**config.mk**
```make
export PLATFORM = sky130hd
export DESIGN_NAME = dmac_top
export DESIGN_NICKNAME = d
export VERILOG_FILES = /design/src/rtl/dmac_pkg.sv /design/src/rtl/dmac_evt_sync.sv /design/src/rtl/dmac_channel.sv /design/src/rtl/dmac_top.sv
export SDC_FILE = /design/constraint.sdc
export NUM_CORES = 1
export LEC_CHECK = 0
export BUFFER_PORTS_ARGS = -buffer_cell sky130_fd_sc_hd__clkbuf_2
export CAP_MARGIN = 10
export CELL_PAD_IN_SITES_DETAIL_PLACEMENT = 0
export CELL_PAD_IN_SITES_GLOBAL_PLACEMENT = 2
export CORE_MARGIN = 2
export CORE_UTILIZATION = 37
export DETAILED_ROUTE_END_ITERATION = 6
export PLACE_DENSITY_LB_ADDON = 0.2
export SYNTH_ARGS = -nofsm -noshare
export SYNTH_HDL_FRONTEND = slang
export SYNTH_SLANG_ARGS = --single-unit
```
**constraint.sdc**
```tcl
create_clock -name clk -period 3.65 [get_ports clk]
set_clock_uncertainty 0.1 [all_clocks]
set_input_delay 0 -clock clk [delete_from_list [all_inputs] [get_ports clk]]
set_output_delay 0 -clock clk [all_outputs]
set_load 0.01 [all_outputs]
```
**src/rtl/dmac_pkg.sv**
```systemverilog
package dmac_pkg;
    localparam int CODE_W  = 4;
    localparam int NCODE   = 1 << CODE_W;
    localparam int NSRC    = 2 * NCODE;
    localparam int NBASIC  = NCODE - 2;
    localparam int NEXTD   = NCODE - 1;
    localparam int NCH     = 2;
    localparam int REG_AW  = 4;

    localparam int SW_CODE       = 1;
    localparam int PIN_BOTH_CODE = 5;

    localparam int C_PEND  = 1;
    localparam int S_TRIG  = 5;

    typedef struct packed {
        logic dinc;
        logic sinc;
        logic rpt;
        logic byte8;
        logic pend;
        logic en;
    } ctrl_t;

    typedef struct packed {
        logic              bank;
        logic [CODE_W-1:0] code;
    } sel_t;

    function automatic logic [1:0] step_amt(input ctrl_t c, input logic for_src);
        logic inc;
        inc = for_src ? c.sinc : c.dinc;
        if (c.sinc && c.dinc) return 2'd0;
        if (!inc) return 2'd0;
        return c.byte8 ? 2'd1 : 2'd2;
    endfunction
endpackage

```
**src/rtl/dmac_evt_sync.sv**
```systemverilog
module dmac_evt_sync import dmac_pkg::*; (
    input  logic              clk,
    input  logic              rst,
    input  logic              irq_pin,
    input  logic [NBASIC-1:0] basic_evt,
    input  logic [NEXTD-1:0]  ext_evt,
    output logic [NSRC-1:0]   evt_vec
);
    localparam int NRAW = 1 + NBASIC + NEXTD;

    logic [NRAW-1:0]   raw, s1, s2, s3;
    logic [NBASIC-1:0] basic_r;
    logic [NEXTD-1:0]  ext_r;
    logic              pin_fall, pin_both;

    assign raw = {ext_evt, basic_evt, irq_pin};

    always_ff @(posedge clk) begin
        if (rst) begin
            s1 <= '0;
            s2 <= '0;
            s3 <= '0;
        end else begin
            s1 <= raw;
            s2 <= s1;
            s3 <= s2;
        end
    end

    assign basic_r  = s2[NBASIC:1] & ~s3[NBASIC:1];
    assign ext_r    = s2[NRAW-1:NBASIC+1] & ~s3[NRAW-1:NBASIC+1];
    assign pin_fall = ~s2[0] & s3[0];
    assign pin_both = s2[0] ^ s3[0];

    assign evt_vec[0] = pin_fall;
    assign evt_vec[1] = 1'b0;

    genvar i;
    generate
        for (i = 0; i < NBASIC; i++) begin : g_basic
            assign evt_vec[2 + i] = basic_r[i];
        end
        for (i = 0; i < NCODE; i++) begin : g_ext
            if (i == PIN_BOTH_CODE) begin : g_pin
                assign evt_vec[NCODE + i] = pin_both;
            end else if (i < PIN_BOTH_CODE) begin : g_lo
                assign evt_vec[NCODE + i] = ext_r[i];
            end else begin : g_hi
                assign evt_vec[NCODE + i] = ext_r[i - 1];
            end
        end
    endgenerate

    assert_lone_pulse_R3: assert property (@(posedge clk) disable iff (rst)
        1'b1 |=> ((basic_r & $past(basic_r)) == '0));
endmodule

```
**src/rtl/dmac_channel.sv**
```systemverilog
module dmac_channel import dmac_pkg::*; #(
    parameter int AW = 16,
    parameter int CW = 16,
    parameter int DW = 16
) (
    input  logic            clk,
    input  logic            rst,
    input  logic [NSRC-1:0] evt_vec,
    input  logic            wr_sel,
    input  logic            wr_ctrl,
    input  logic            wr_src,
    input  logic            wr_dst,
    input  logic            wr_cnt,
    input  logic [DW-1:0]   wdata,
    input  logic            gnt,
    output logic            req,
    output sel_t            sel_q,
    output ctrl_t           ctrl_q,
    output logic [AW-1:0]   src_q,
    output logic [AW-1:0]   dst_q,
    output logic [CW-1:0]   cnt_q
);
    logic [AW-1:0] src_rld, dst_rld, src_nx, dst_nx;
    logic [CW-1:0] cnt_rld;
    logic          sw_hit, hw_hit, raise, underflow;
    ctrl_t         ctrl_w;

    assign ctrl_w    = ctrl_t'(wdata[5:0]);
    assign sw_hit    = wr_sel && wdata[S_TRIG] && !wdata[CODE_W]
                       && (wdata[CODE_W-1:0] == CODE_W'(SW_CODE));
    assign hw_hit    = evt_vec[{sel_q.bank, sel_q.code}];
    assign raise     = hw_hit | sw_hit;
    assign underflow = (cnt_q == '0);
    assign src_nx    = src_q + AW'(step_amt(ctrl_q, 1'b1));
    assign dst_nx    = dst_q + AW'(step_amt(ctrl_q, 1'b0));
    assign req       = ctrl_q.en & ctrl_q.pend;

    always_ff @(posedge clk) begin
        if (rst) begin
            sel_q   <= '0;
            ctrl_q  <= '0;
            src_q   <= '0;
            dst_q   <= '0;
            cnt_q   <= '0;
            src_rld <= '0;
            dst_rld <= '0;
            cnt_rld <= '0;
        end else begin
            // transfer sequencing
            if (gnt) begin
                if (underflow) begin
                    if (ctrl_q.rpt) begin
                        cnt_q <= cnt_rld;
                        src_q <= src_rld;
                        dst_q <= dst_rld;
                    end else begin
                        ctrl_q.en <= 1'b0;
                        src_q     <= src_nx;
                        dst_q     <= dst_nx;
                    end
                end else begin
                    cnt_q <= cnt_q - CW'(1);
                    src_q <= src_nx;
                    dst_q <= dst_nx;
                end
            end
            // pending flag: a new request wins over consumption and clearing
            if (raise)
                ctrl_q.pend <= 1'b1;
            else if (gnt || (wr_ctrl && !wdata[C_PEND]))
                ctrl_q.pend <= 1'b0;
            // software writes take precedence over sequencing
            if (wr_ctrl) begin
                ctrl_q.en    <= ctrl_w.en;
                ctrl_q.byte8 <= ctrl_w.byte8;
                ctrl_q.rpt   <= ctrl_w.rpt;
                ctrl_q.sinc  <= ctrl_w.sinc;
                ctrl_q.dinc  <= ctrl_w.dinc;
            end
            if (wr_sel)
                sel_q <= sel_t'(wdata[CODE_W:0]);
            if (wr_src) begin
                src_q   <= wdata[AW-1:0];
                src_rld <= wdata[AW-1:0];
            end
            if (wr_dst) begin
                dst_q   <= wdata[AW-1:0];
                dst_rld <= wdata[AW-1:0];
            end
            if (wr_cnt) begin
                cnt_q   <= wdata[CW-1:0];
                cnt_rld <= wdata[CW-1:0];
            end
        end
    end

    assert_pend_consumed_R8: assert property (@(posedge clk) disable iff (rst)
        (gnt && !raise) |=> !ctrl_q.pend);
    assert_pend_kept_R8: assert property (@(posedge clk) disable iff (rst)
        (gnt && raise) |=> ctrl_q.pend);
    assert_no_sw_set_R6: assert property (@(posedge clk) disable iff (rst)
        (!ctrl_q.pend && !raise) |=> !ctrl_q.pend);
    assert_single_stop_R11: assert property (@(posedge clk) disable iff (rst)
        (gnt && underflow && !ctrl_q.rpt && !wr_ctrl) |=> !ctrl_q.en);
    assert_reload_R12: assert property (@(posedge clk) disable iff (rst)
        (gnt && underflow && ctrl_q.rpt && !wr_cnt) |=> (cnt_q == $past(cnt_rld)));
    assert_one_ptr_R10: assert property (@(posedge clk) disable iff (rst)
        (gnt && !underflow && !wr_src && !wr_dst)
        |=> !((src_q != $past(src_q)) && (dst_q != $past(dst_q))));
endmodule

```
**src/rtl/dmac_top.sv**
```systemverilog
module dmac_top import dmac_pkg::*; #(
    parameter int AW = 16,
    parameter int CW = 16,
    parameter int DW = 16
) (
    input  logic              clk,
    input  logic              rst,
    input  logic              reg_we,
    input  logic [REG_AW-1:0] reg_addr,
    input  logic [DW-1:0]     reg_wdata,
    output logic [DW-1:0]     reg_rdata,
    input  logic              irq_pin,
    input  logic [NBASIC-1:0] basic_evt,
    input  logic [NEXTD-1:0]  ext_evt,
    output logic              bus_req,
    input  logic              bus_gnt,
    output logic              bus_ch,
    output logic [AW-1:0]     bus_src,
    output logic [AW-1:0]     bus_dst,
    output logic              bus_byte
);
    logic [NSRC-1:0] evt_vec;
    logic [NCH-1:0]  req, gnt, wr_sel, wr_ctrl, wr_src, wr_dst, wr_cnt;
    sel_t            sel_q  [NCH];
    ctrl_t           ctrl_q [NCH];
    logic [AW-1:0]   src_q  [NCH];
    logic [AW-1:0]   dst_q  [NCH];
    logic [CW-1:0]   cnt_q  [NCH];
    logic            rch;
    logic [2:0]      ridx;

    dmac_evt_sync u_sync (
        .clk       (clk),
        .rst       (rst),
        .irq_pin   (irq_pin),
        .basic_evt (basic_evt),
        .ext_evt   (ext_evt),
        .evt_vec   (evt_vec)
    );

    genvar c;
    generate
        for (c = 0; c < NCH; c++) begin : g_ch
            logic hit;
            assign hit        = reg_we && (reg_addr[3] == 1'(c));
            assign wr_sel[c]  = hit && (reg_addr[2:0] == 3'd0);
            assign wr_ctrl[c] = hit && (reg_addr[2:0] == 3'd1);
            assign wr_src[c]  = hit && (reg_addr[2:0] == 3'd2);
            assign wr_dst[c]  = hit && (reg_addr[2:0] == 3'd3);
            assign wr_cnt[c]  = hit && (reg_addr[2:0] == 3'd4);

            dmac_channel #(.AW(AW), .CW(CW), .DW(DW)) u_ch (
                .clk     (clk),
                .rst     (rst),
                .evt_vec (evt_vec),
                .wr_sel  (wr_sel[c]),
                .wr_ctrl (wr_ctrl[c]),
                .wr_src  (wr_src[c]),
                .wr_dst  (wr_dst[c]),
                .wr_cnt  (wr_cnt[c]),
                .wdata   (reg_wdata),
                .gnt     (gnt[c]),
                .req     (req[c]),
                .sel_q   (sel_q[c]),
                .ctrl_q  (ctrl_q[c]),
                .src_q   (src_q[c]),
                .dst_q   (dst_q[c]),
                .cnt_q   (cnt_q[c])
            );
        end
    endgenerate

    // fixed priority: channel 0 first
    assign bus_req  = |req;
    assign bus_ch   = !req[0] && req[1];
    assign gnt[0]   = bus_gnt && req[0];
    assign gnt[1]   = bus_gnt && req[1] && !req[0];
    assign bus_src  = src_q[bus_ch];
    assign bus_dst  = dst_q[bus_ch];
    assign bus_byte = ctrl_q[bus_ch].byte8;

    assign rch  = reg_addr[3];
    assign ridx = reg_addr[2:0];

    always_comb begin
        case (ridx)
            3'd0:    reg_rdata = DW'(sel_q[rch]);
            3'd1:    reg_rdata = DW'(ctrl_q[rch]);
            3'd2:    reg_rdata = DW'(src_q[rch]);
            3'd3:    reg_rdata = DW'(dst_q[rch]);
            3'd4:    reg_rdata = DW'(cnt_q[rch]);
            default: reg_rdata = '0;
        endcase
    end

    assert_loser_waits_R8: assert property (@(posedge clk) disable iff (rst)
        (bus_gnt && req[0] && req[1] && !wr_ctrl[1]) |=> req[1]);
    assert_winner_served_R7: assert property (@(posedge clk) disable iff (rst)
        (bus_gnt && req[0] && !wr_src[0] && !wr_cnt[0] && !wr_ctrl[0] && !wr_sel[0]
         && (ctrl_q[0].sinc ^ ctrl_q[0].dinc) && cnt_q[0] != '0)
        |=> (src_q[0] != $past(src_q[0])) || (dst_q[0] != $past(dst_q[0])));
endmodule

```
==> metrics, run 1 <==
status=completed; Reg clk slew, reported paths=roughly 0.060 ns; Clk Latency, worst-skew pair=around 0.55 ns; Avg WL per Cell=22.95 µm; Worst EP arrival=approximately 3.3 ns; ANT nets after route=0; VDD IR-drop max=313.7 µV; GRT overflow=0; Worst Reg-to-Reg Cells=9; Distinct cells, synth=91; NumNets Final=2109; total of max-cap violations=0; crit path to=g_ch[0].u_ch.ctrl_q[0]; fillers=4329; RSZ-0062 raised after global routing=no; PwrDens=425.0 nW/µm²; CP Launch Type=flip-flop; Starting Density=37.57%; post-synth net total=2019; max incr delay on CP=0.57 ns; Mapped Area=15790 µm²; worst path required time=3.96 ns; # Post-CTS Setup Buffers=0; Top Family by Delay on Critical Path=buffers and inverters; count leader, synth=dfxtp_1; Worst path depth=9; area of the multi-input gates=~8900 µm²; Placer Congestion=approximately 0.88; crit path launch=g_ch[0].u_ch.cnt_q[0]; area share of the leading cell type in the synthesized netlist=38.53%; Post-synth top flop=dfxtp_1; initial antenna violation count=1; Root Buffer=clkbuf_16; period utilization=between 80% and 90%; Max FO, Critical Path=16; critical-path cell list=inv_1, ha_1, nor4b_2, nand4_4, buf_4, o311a_1, a31oi_1, dlygate4sd3_1, nor2_1; Iteration-0 DRC Markers=1430; r2r setup slk=0.68 ns; worst r2r src=g_ch[0].u_ch.cnt_q[0]; Post-synth EDFFs=0; Final Hold Viols=0; CTS tree=yes; relative max-transition margin=23.27%; Crit. End Element=flip-flop; first-pass GRT wire length=around 90 mm; Placement Rows=75; CP max-delay cell=dlygate4sd3_1; ANT cells=0; Gate Count Post-Synth=roughly 1900; critical path type=flip-flop to flip-flop; commonest cells in the netlist=304 x dfxtp_1, 300 x nand2_1, 240 x a21oi_1; leak pwr=approximately 6.8 nW; # clock sinks=304; worst hold path cell count=4; post-route setup TNS=0 ns; core area=approximately 42000 µm²; Total Routed Length=59.75 mm; YS warnings=0; Buffers & Inverters on Critical Path=3; number of global-route vias before repair=14220; post_cts resized=0; share of the core filled with cells=43.96%; vias=15040; Via density=5.776; CTS Buffer Depth=3; Avg Cell Area, Syn=between 8 and 9 µm²; Slew Limit Fails=0; die height=210.6 µm; register area share after synthesis=38.53%; Final Worst Setup Slack=0.6838 ns; DIE WIDTH=210.6 µm; Worst Tran Pin Value=~1.1 ns; DRT Pass-1 Iters=6; Inserted Clock Buffers=38; Residual DRC=0; H-tree depth=2; Sequential Area=6086 µm²; HPWL Detailed=41.89 mm; pre-CTS WS=approximately 0.77 ns; ranking of synthesized cells by area=dfxtp_1 39%, a21oi_1 7.6%, nand2_1 7.1%; Total Power=7.854 mW; die footprint=44350 µm²; cts hold-fix bufs=between 50 and 60; Fmax=337.1 MHz; fin crit period=2.966 ns; HP Class=primary input to flip-flop; GRT Overall Usage=26.86%; flops & latches, synth=about 300; IO Pins=roughly 110; reg2reg end=g_ch[0].u_ch.ctrl_q[0]; fraction of layout instances using a drive strength above 1=14.77%; Port Buffers=104; setup violators final=0; Synth-to-Final Area Change=17.02%; largest net degree at the start of global routing=~100; Async SR Flop Fraction=0%; cell accounting for the most synthesized area=dfxtp_1
==> routing by layer <==
layer  vias up  GRT usage (%)  routed length [µm]
met2       470          42.68               27270
met1      7329          37.77               27630
li1       7144              -                   -
met5         -              0                   8
met4         2          8.669                1675
met3        97          3.456                3162
==> per-stage QoR <==
step                instances  area, µm²  hold slack [ns]
CTS                      2604      18480          0.02452
detailed placement       2486      16760           0.1147
global route             2604      18480          0.09708
floorplan                1948      15790          0.02818
finish                   2604      18480          0.06863
global placement         2486      16760           0.1061
==> power breakdown <==
part	leakage [nW]	internal, mW	switching (mW)	total (mW)
sequential	2.47	3.39	0.0627	3.45
combinational	3.71	0.252	0.434	0.686
clock	0.590	2.22	1.50	3.71
==> sequential cells by signal, summed over array words and instances, names as in the netlist, 12 cells and up <==
signal / count
g_ch.u_ch.cnt_q: 32
g_ch.u_ch.cnt_rld: 32
g_ch.u_ch.ctrl_q: 12
g_ch.u_ch.dst_q: 32
g_ch.u_ch.dst_rld: 32
g_ch.u_ch.src_q: 32
g_ch.u_ch.src_rld: 32
u_sync.s1: 30
u_sync.s2: 30
u_sync.s3: 30
==> layout make-up <==
cell class              count  share of cell area [%]
inverters                  45                  0.9139
repair buffers            205                   7.799
flip-flops and latches    304                   32.93
clock buffers              57                   5.917
well taps                 539                   3.649
clock inverters            10                  0.6160
multi-input cells        1444                   48.18
==> tightest hold or removal path: stages <==
cell	delay (ns)
clkbuf_2	0.21
nand3_1	0.26
nand2_1	0.08
a21oi_1	0.13
==> cells by family (layout without fill, tap and decap cells) <==
logic type               Yosys count  after routing  synth area share (%)
AND/OR/NAND/NOR                  763            763                 24.44
XOR/XNOR                          25             25                 1.386
adder cells (fa/ha/maj)           17             17                 1.537
AO/OA/AOI/OAI                    547            547                 21.58
flip-flops                       304            304                 38.53
multiplexers                      92             92                 7.288
buffers and inverters            200            317                 5.236
==> cell usage in the layout, fill, tap and decap left out, drive strengths merged, types with 11 or more instances in the layout <==
cell | netlist | routed
ha | 13 | 13
nand3 | 67 | 67
mux4 | 14 | 14
a211oi | 24 | 24
nor2b | 102 | 102
mux2 | 44 | 44
a221oi | 15 | 15
a31oi | 26 | 26
o22ai | 16 | 16
o221ai | 14 | 14
a21o | 13 | 13
nand2b | 19 | 19
mux2i | 34 | 34
inv | 45 | 48
and3 | 11 | 11
or3 | 13 | 13
xor2 | 11 | 11
dlygate4sd3 | 0 | 51
nand4 | 15 | 15
xnor2 | 14 | 14
nor4 | 15 | 15
nand2 | 301 | 301
clkbuf | 114 | 160
a21oi | 240 | 240
dfxtp | 304 | 304
nor2 | 119 | 119
nor3 | 39 | 39
nor3b | 18 | 18
o211ai | 17 | 17
buf | 41 | 51
o21ai | 84 | 84
==> worst min path at each step <==
stage / from / endpoint / slack (ns)
final: reg_addr[3] / g_ch[1].u_ch.ctrl_q[2] / 0.07
after global routing: reg_addr[3] / g_ch[0].u_ch.ctrl_q[5] / 0.1
after CTS: reg_addr[3] / g_ch[1].u_ch.ctrl_q[2] / 0.02
after detailed placement: basic_evt[0] / u_sync.s1[1] / 0.11
after global placement: ext_evt[14] / u_sync.s1[29] / 0.11
after floorplan: irq_pin / u_sync.s1[0] / 0.03
Note: power is estimated with default switching activity, not from simulation.
==> inputs of run 2 (changes only) <==
ABC_AREA = 1   (was not set)
CORE_UTILIZATION = 30   (was 37)
clock period = 2.38 ns   (was 3.65 ns; I/O delays follow)
==> run 2 against run 1 <==
Effect of this change:
- setup slack got worse by 0.62 ns
- die area increased by 26%
- largest cell class unchanged
- critical endpoint is now bus_byte
- final cell count increased by 31%
- critical path type is now flip-flop to output pin
==> metrics, run 2 <==
Total Power=12.82 mW; Max FO, Critical Path=67; GRT overflow=0; Worst Tran Pin Value=0.7374 ns; total of max-cap violations=0; r2r setup slk=0.08 ns; Iteration-0 DRC Markers=1201; HP Start=ext_evt[5]; DRT Pass-1 Iters=5; Worst Reg-to-Reg Cells=15; post-route setup TNS=0 ns; most frequent cells in the layout=595 x nand2_1, 334 x inv_1, 298 x dfxtp_1; Distinct cells, synth=42; Gate Count Post-Synth=2501; worst hold path cell count=4; initial antenna violation count=2; Post-synth top flop=dfxtp_1; count leader, synth=nand2_1; HP Class=primary input to flip-flop; # clock sinks=304; pre-CTS WS=-0.1322 ns; CP Launch Type=flip-flop; post-synth net total=2572; Reg clk slew, reported paths=approximately 0.060 ns; Top Family by Delay on Critical Path=buffers and inverters; fin crit period=2.321 ns; cell accounting for the most synthesized area=dfxtp_1; Root Buffer=clkbuf_16; Avg Cell Area, Syn=6.466 µm²; Clk Latency, worst-skew pair=0.58 ns; Buffers & Inverters on Critical Path=2; Placer Congestion=0.8728; critical-path cell list=nand2_1, nor2_4, buf_12, nand2_1, o21ai_0, clkbuf_2; commonest non-fill, non-tap cell in the layout=nand2_1; YS warnings=0; Worst Hold Path EP=u_sync.s1[20]; worst r2r src=g_ch[1].u_ch.ctrl_q[2]; DR WL met2=29.26 mm; Final Worst Setup Slack=between 0.05 and 0.06 ns; WL met1=32.00 mm; fraction of layout instances using a drive strength above 1=13.45%; Fmax=about 430 MHz; Inserted Clock Buffers=40; Port Buffers=104; die footprint=55780 µm²; largest net degree at the start of global routing=117; HPWL Detailed=47.03 mm; cell mode on critical path=nand2_1; IO Pins=105; Avg WL per Cell=19.46 µm; Starting Density=30.17%; Hold WS=a little over 0.08 ns; Placement Rows=85; RSZ-0062 raised after global routing=yes; relative max-transition margin=around half; core area=~54000 µm²; leak pwr=8.520 nW; ranking of synthesized cells by area=dfxtp_1 38%, nand2_1 14%, inv_1 8.0%; Residual DRC=0; PwrDens=639.6 nW/µm²; DIE WIDTH=roughly 240 µm; dpl cells=3262; Total Routed Length=66.50 mm; Slew Limit Fails=0; GRT Overall Usage=between 20% and 30%; Post-synth EDFFs=0; setup violators final=0; CTS Buffer Depth=3; number of global-route vias before repair=15920; first-pass GRT wire length=100.3 mm; CTS tree=yes; vias=16910; critical path type=flip-flop to output pin; Via density=just under 5; register area share after synthesis=37.63%; routed wl met3=3.545 mm; NumNets Final=2760; period utilization=97.50%; Worst EP arrival=approximately 2.2 ns; max incr delay on CP=0.39 ns; commonest cells in the netlist=602 x nand2_1, 343 x inv_1, 304 x dfxtp_1; Post-Layout Cell Count=3418; Async SR Flop Fraction=0%; VDD IR-drop max=435.5 µV; worst path required time=2.28 ns; Crit. End Element=output pin; H-tree depth=2; crit path launch=g_ch[1].u_ch.ctrl_q[0]; ANT nets after route=0; area share of the leading cell type in the synthesized netlist=between 30 and 40%; Mapped Area=16170 µm²; Final Hold Viols=0; reg2reg end=g_ch[1].u_ch.src_q[12]; highest metal layer with signal wires=met4; die height=~240 µm; Synth-to-Final Area Change=23.90%; flops & latches, synth=304; CP max-delay cell=dfxtp_1; status=completed
-- run 2: metal layers --
layer | global-route usage (%) | up-vias
met5 | 0 | -
met4 | 6.559 | 0
met3 | 3.054 | 93
met2 | 37.14 | 436
met1 | 33.54 | 7988
li1 | - | 8395
-- run 2: cell type report --
| type | count | area, µm² |
|---|---|---|
| multi-input combinational | 1729 | 8379 |
| clock inverter | 17 | 198.9 |
| antenna | 1 | 2.502 |
| clock buffer | 57 | 1195 |
| inverter | 362 | 1383 |
| tap | 696 | 870.8 |
| timing repair buffer | 252 | 1904 |
| fill | 5934 | 33560 |
| sequential | 304 | 6103 |
-- run 2: how the worst max path moves through the flow --
stage                                   to  cells after the start  slack [ns]
floorplan           g_ch[1].u_ch.src_q[14]                     15        0.06
global placement    g_ch[0].u_ch.dst_q[12]                     13       -0.10
detailed placement   g_ch[1].u_ch.src_q[6]                     14       -0.13
CTS                 g_ch[0].u_ch.src_q[10]                     14       0.002
global route        g_ch[1].u_ch.dst_q[10]                     13       -0.04
finish                            bus_byte                      6        0.06
-- run 2: repair_timing --
action                                  4_1_cts  5_1_grt
endpoints found under the setup margin       32       37
pin swaps                                    10       28
hold buffers                                 71        0
resized for setup                            31       52
setup buffers                                 3        7
endpoints found under the hold margin       218        0
-- run 2: cell families after synthesis --
family	Yosys count	share of synthesized area, %
simple gates	1173	30.79
xor+xnor	30	1.625
fa+ha+maj	17	1.501
compound gates	509	16.79
flops	304	37.63
buf+inv	468	11.66
-- run 2: tightest hold or removal path, stage by stage --
cell and delay [ns]:
dlygate4sd3_1 0.52, clkbuf_2 0.09, inv_1 0.03, nor2_1 0.06
-- run 2: metrics by stage --
| stage | instance area [µm²] | util (%) |
|---|---|---|
| 2_1_floorplan | 16170 | - |
| 3_5_place_dp | 17620 | 32.88 |
| 6_report | 20040 | 37.38 |
| 4_1_cts | 19840 | 37.01 |
| 3_3_place_gp | 17620 | 32.88 |
| 5_1_grt | 20030 | 37.38 |
-- run 2: power by group --
part / switching [mW] / leakage (nW) / internal (mW)
Clock: 2.54 / 0.691 / 3.85
Sequential: 0.0687 / 2.47 / 5.20
Combinational: 0.784 / 5.36 / 0.378
Total: 3.39 / 8.52 / 9.43
==> inputs of run 3 (changes only) <==
CORE_ASPECT_RATIO = 0.5   (was not set)
CORE_UTILIZATION = 31   (was 30)
CTS_BUF_LIST = sky130_fd_sc_hd__clkbuf_2 sky130_fd_sc_hd__clkbuf_4 sky130_fd_sc_hd__clkbuf_8   (was not set)
==> run 3 against run 2 <==
Effect of this change:
- fmax down 1.9%
- via count rose by 2.0%
- utilization increased by 1.6 points
- critical path depth decreased by 1
- hold slack got worse by 0.025 ns
- largest power group unchanged
==> metrics, run 3 (same netlist as run 2, synthesis figures left out) <==
status=completed; H-tree depth=2; dpl cell area=17750 µm²; Worst Tran Pin Value=0.8129 ns; critical-path cell list=inv_1, o22ai_1, o21ai_0, nand3_1, clkbuf_2; Final Hold Viols=0; max incr delay on CP=about 0.44 ns; fraction of layout instances using a drive strength above 1=14.73%; critical path type=flip-flop to output pin; reg2reg end=g_ch[1].u_ch.dst_q[14]; Crit. End Element=output pin; Max FO, Critical Path=3; Root Buffer=clkbuf_8; Worst Reg-to-Reg Cells=14; crit path launch=g_ch[1].u_ch.ctrl_q[3]; relative max-transition margin=45.81%; worst hold path cell count=7; IO Pins=roughly 110; Placement Rows=around 60; CTS tree=yes; RSZ-0062 raised after global routing=yes; Hold WS=0.05778 ns; GRT Overall Usage=25.17%; Starting Density=31.25%; core area=51750 µm²; period utilization=between 90% and 100%; Buffers & Inverters on Critical Path=2; worst r2r src=g_ch[1].u_ch.ctrl_q[5]; Port Buffers=104; DRT Pass-1 Iters=6; VDD IR-drop max=254.9 µV; Iteration-0 DRC Markers=1417; largest net degree at the start of global routing=95; fin area=20160 µm²; dpl cells=3285; HP Class=primary input to flip-flop; ANT nets after route=0; Fmax=422.8 MHz; number of global-route vias before repair=15870; Avg WL per Cell=around 20 µm; Via density=4.960; Placer Congestion=0.8840; Total Power=11.84 mW; Reg clk slew, reported paths=0.07 ns; Synth-to-Final Area Change=24.67%; CTS Buffer Depth=3; total of max-cap violations=0; CP Launch Type=flip-flop; fin crit period=2.365 ns; commonest non-fill, non-tap cell in the layout=nand2_1; HP Start=reg_addr[1]; Clk Latency, worst-skew pair=0.65 ns; most frequent cells in the layout=594 x nand2_1, 330 x inv_1, 297 x nor2_1; post-route setup TNS=0 ns; leak pwr=8.574 nW; worst path required time=2.28 ns; Worst Hold Path EP=g_ch[0].u_ch.src_rld[6]; Residual DRC=0; r2r setup slk=0.04 ns; DIE WIDTH=327.0 µm; Slew Limit Fails=0; PwrDens=587.1 nW/µm²; Top Family by Delay on Critical Path=compound AO/OA/AOI/OAI gates; Post-Layout Cell Count=between 3000 and 4000; fillers=about 5700; die height=around 170 µm; HPWL Detailed=48.18 mm; # clock sinks=304; vias=17250; Worst EP arrival=2.27 ns; GRT overflow=0; CP max-delay cell=o21ai_0; Total Routed Length=between 60 and 70 mm; first-pass GRT wire length=101.7 mm; initial antenna violation count=2; die footprint=about 54000 µm²; Inserted Clock Buffers=50; setup violators final=0; NumNets Final=2810
run 3: cell types whose count changed in the layout (fill, tap and decap cells not counted), sizes merged:
cell,change
dlygate4sd3,+21
inv,-1
clkbuf,+20
clkinv,-2
clkinvlp,-2
buf,+18
dlymetal6s4s,+1
run 3: timing repair:
item,CTS,global route
setup endpoints to repair,52,48
gates resized for setup,26,68
pin swaps,12,26
endpoints found under the hold margin,243,0
cloned,0,1
hold buffers,93,0
buffers inserted,4,5
run 3: how the worst max path moves through the flow:
stage | to | slack (ns) | depth (start not counted)
4_1_cts | g_ch[0].u_ch.dst_q[6] | -0.07 | 12
5_1_grt | g_ch[1].u_ch.dst_q[14] | -0.11 | 16
6_report | reg_rdata[3] | 0.01 | 5
2_1_floorplan | g_ch[1].u_ch.src_q[14] | 0.06 | 15
3_5_place_dp | g_ch[1].u_ch.dst_q[14] | -0.15 | 14
3_3_place_gp | g_ch[1].u_ch.dst_q[14] | -0.14 | 14
run 3: report_power, final:
part           leakage (nW)  switching [mW]  total (mW)  internal [mW]
Sequential             2.47          0.0720        5.27           5.20
Combinational          5.50           0.804        1.21          0.404
Clock                 0.596            2.43        5.36           2.93
Total                  8.57            3.31        11.8           8.53
run 3: tightest hold or removal path, cell delays in order:
cell	delay (ns)
clkbuf_2	0.10
inv_2	0.07
nor3_4	0.07
nand2_4	0.06
buf_4	0.26
nand2_1	0.08
a21oi_1	0.12
run 3: layout make-up:
cell class | instances | area (µm²) | area share (%)
diodes | 1 | 2.502 | 0.01241
well taps | 701 | 877.1 | 4.351
multi-input cells | 1729 | 8411 | 41.72
inverters | 362 | 1385 | 6.870
clock buffers | 77 | 972.2 | 4.822
clock inverters | 12 | 142.6 | 0.7075
flip-flops and latches | 304 | 6103 | 30.27
repair buffers | 292 | 2267 | 11.25
run 3: per-stage QoR:
stage                     utilization (%)  setup slack [ns]
after global placement              34.30           -0.1414
after global routing                38.95           -0.1089
after floorplan                         -           0.06007
final                               38.96           0.01474
after detailed placement            34.30           -0.1534
after CTS                           38.43          -0.07195
run 3: routing by layer:
layer  GRT usage, %  wire length [µm]  share of wire [%]  vias to the layer above
met5              0                 0                  0                        -
met4          8.361              2056                3.0                        0
met3          4.706              4962                7.2                      106
met2          37.05             28470                 41                      494
met1          36.66             33750                 49                     8170
li1               -                 -                  -                     8481
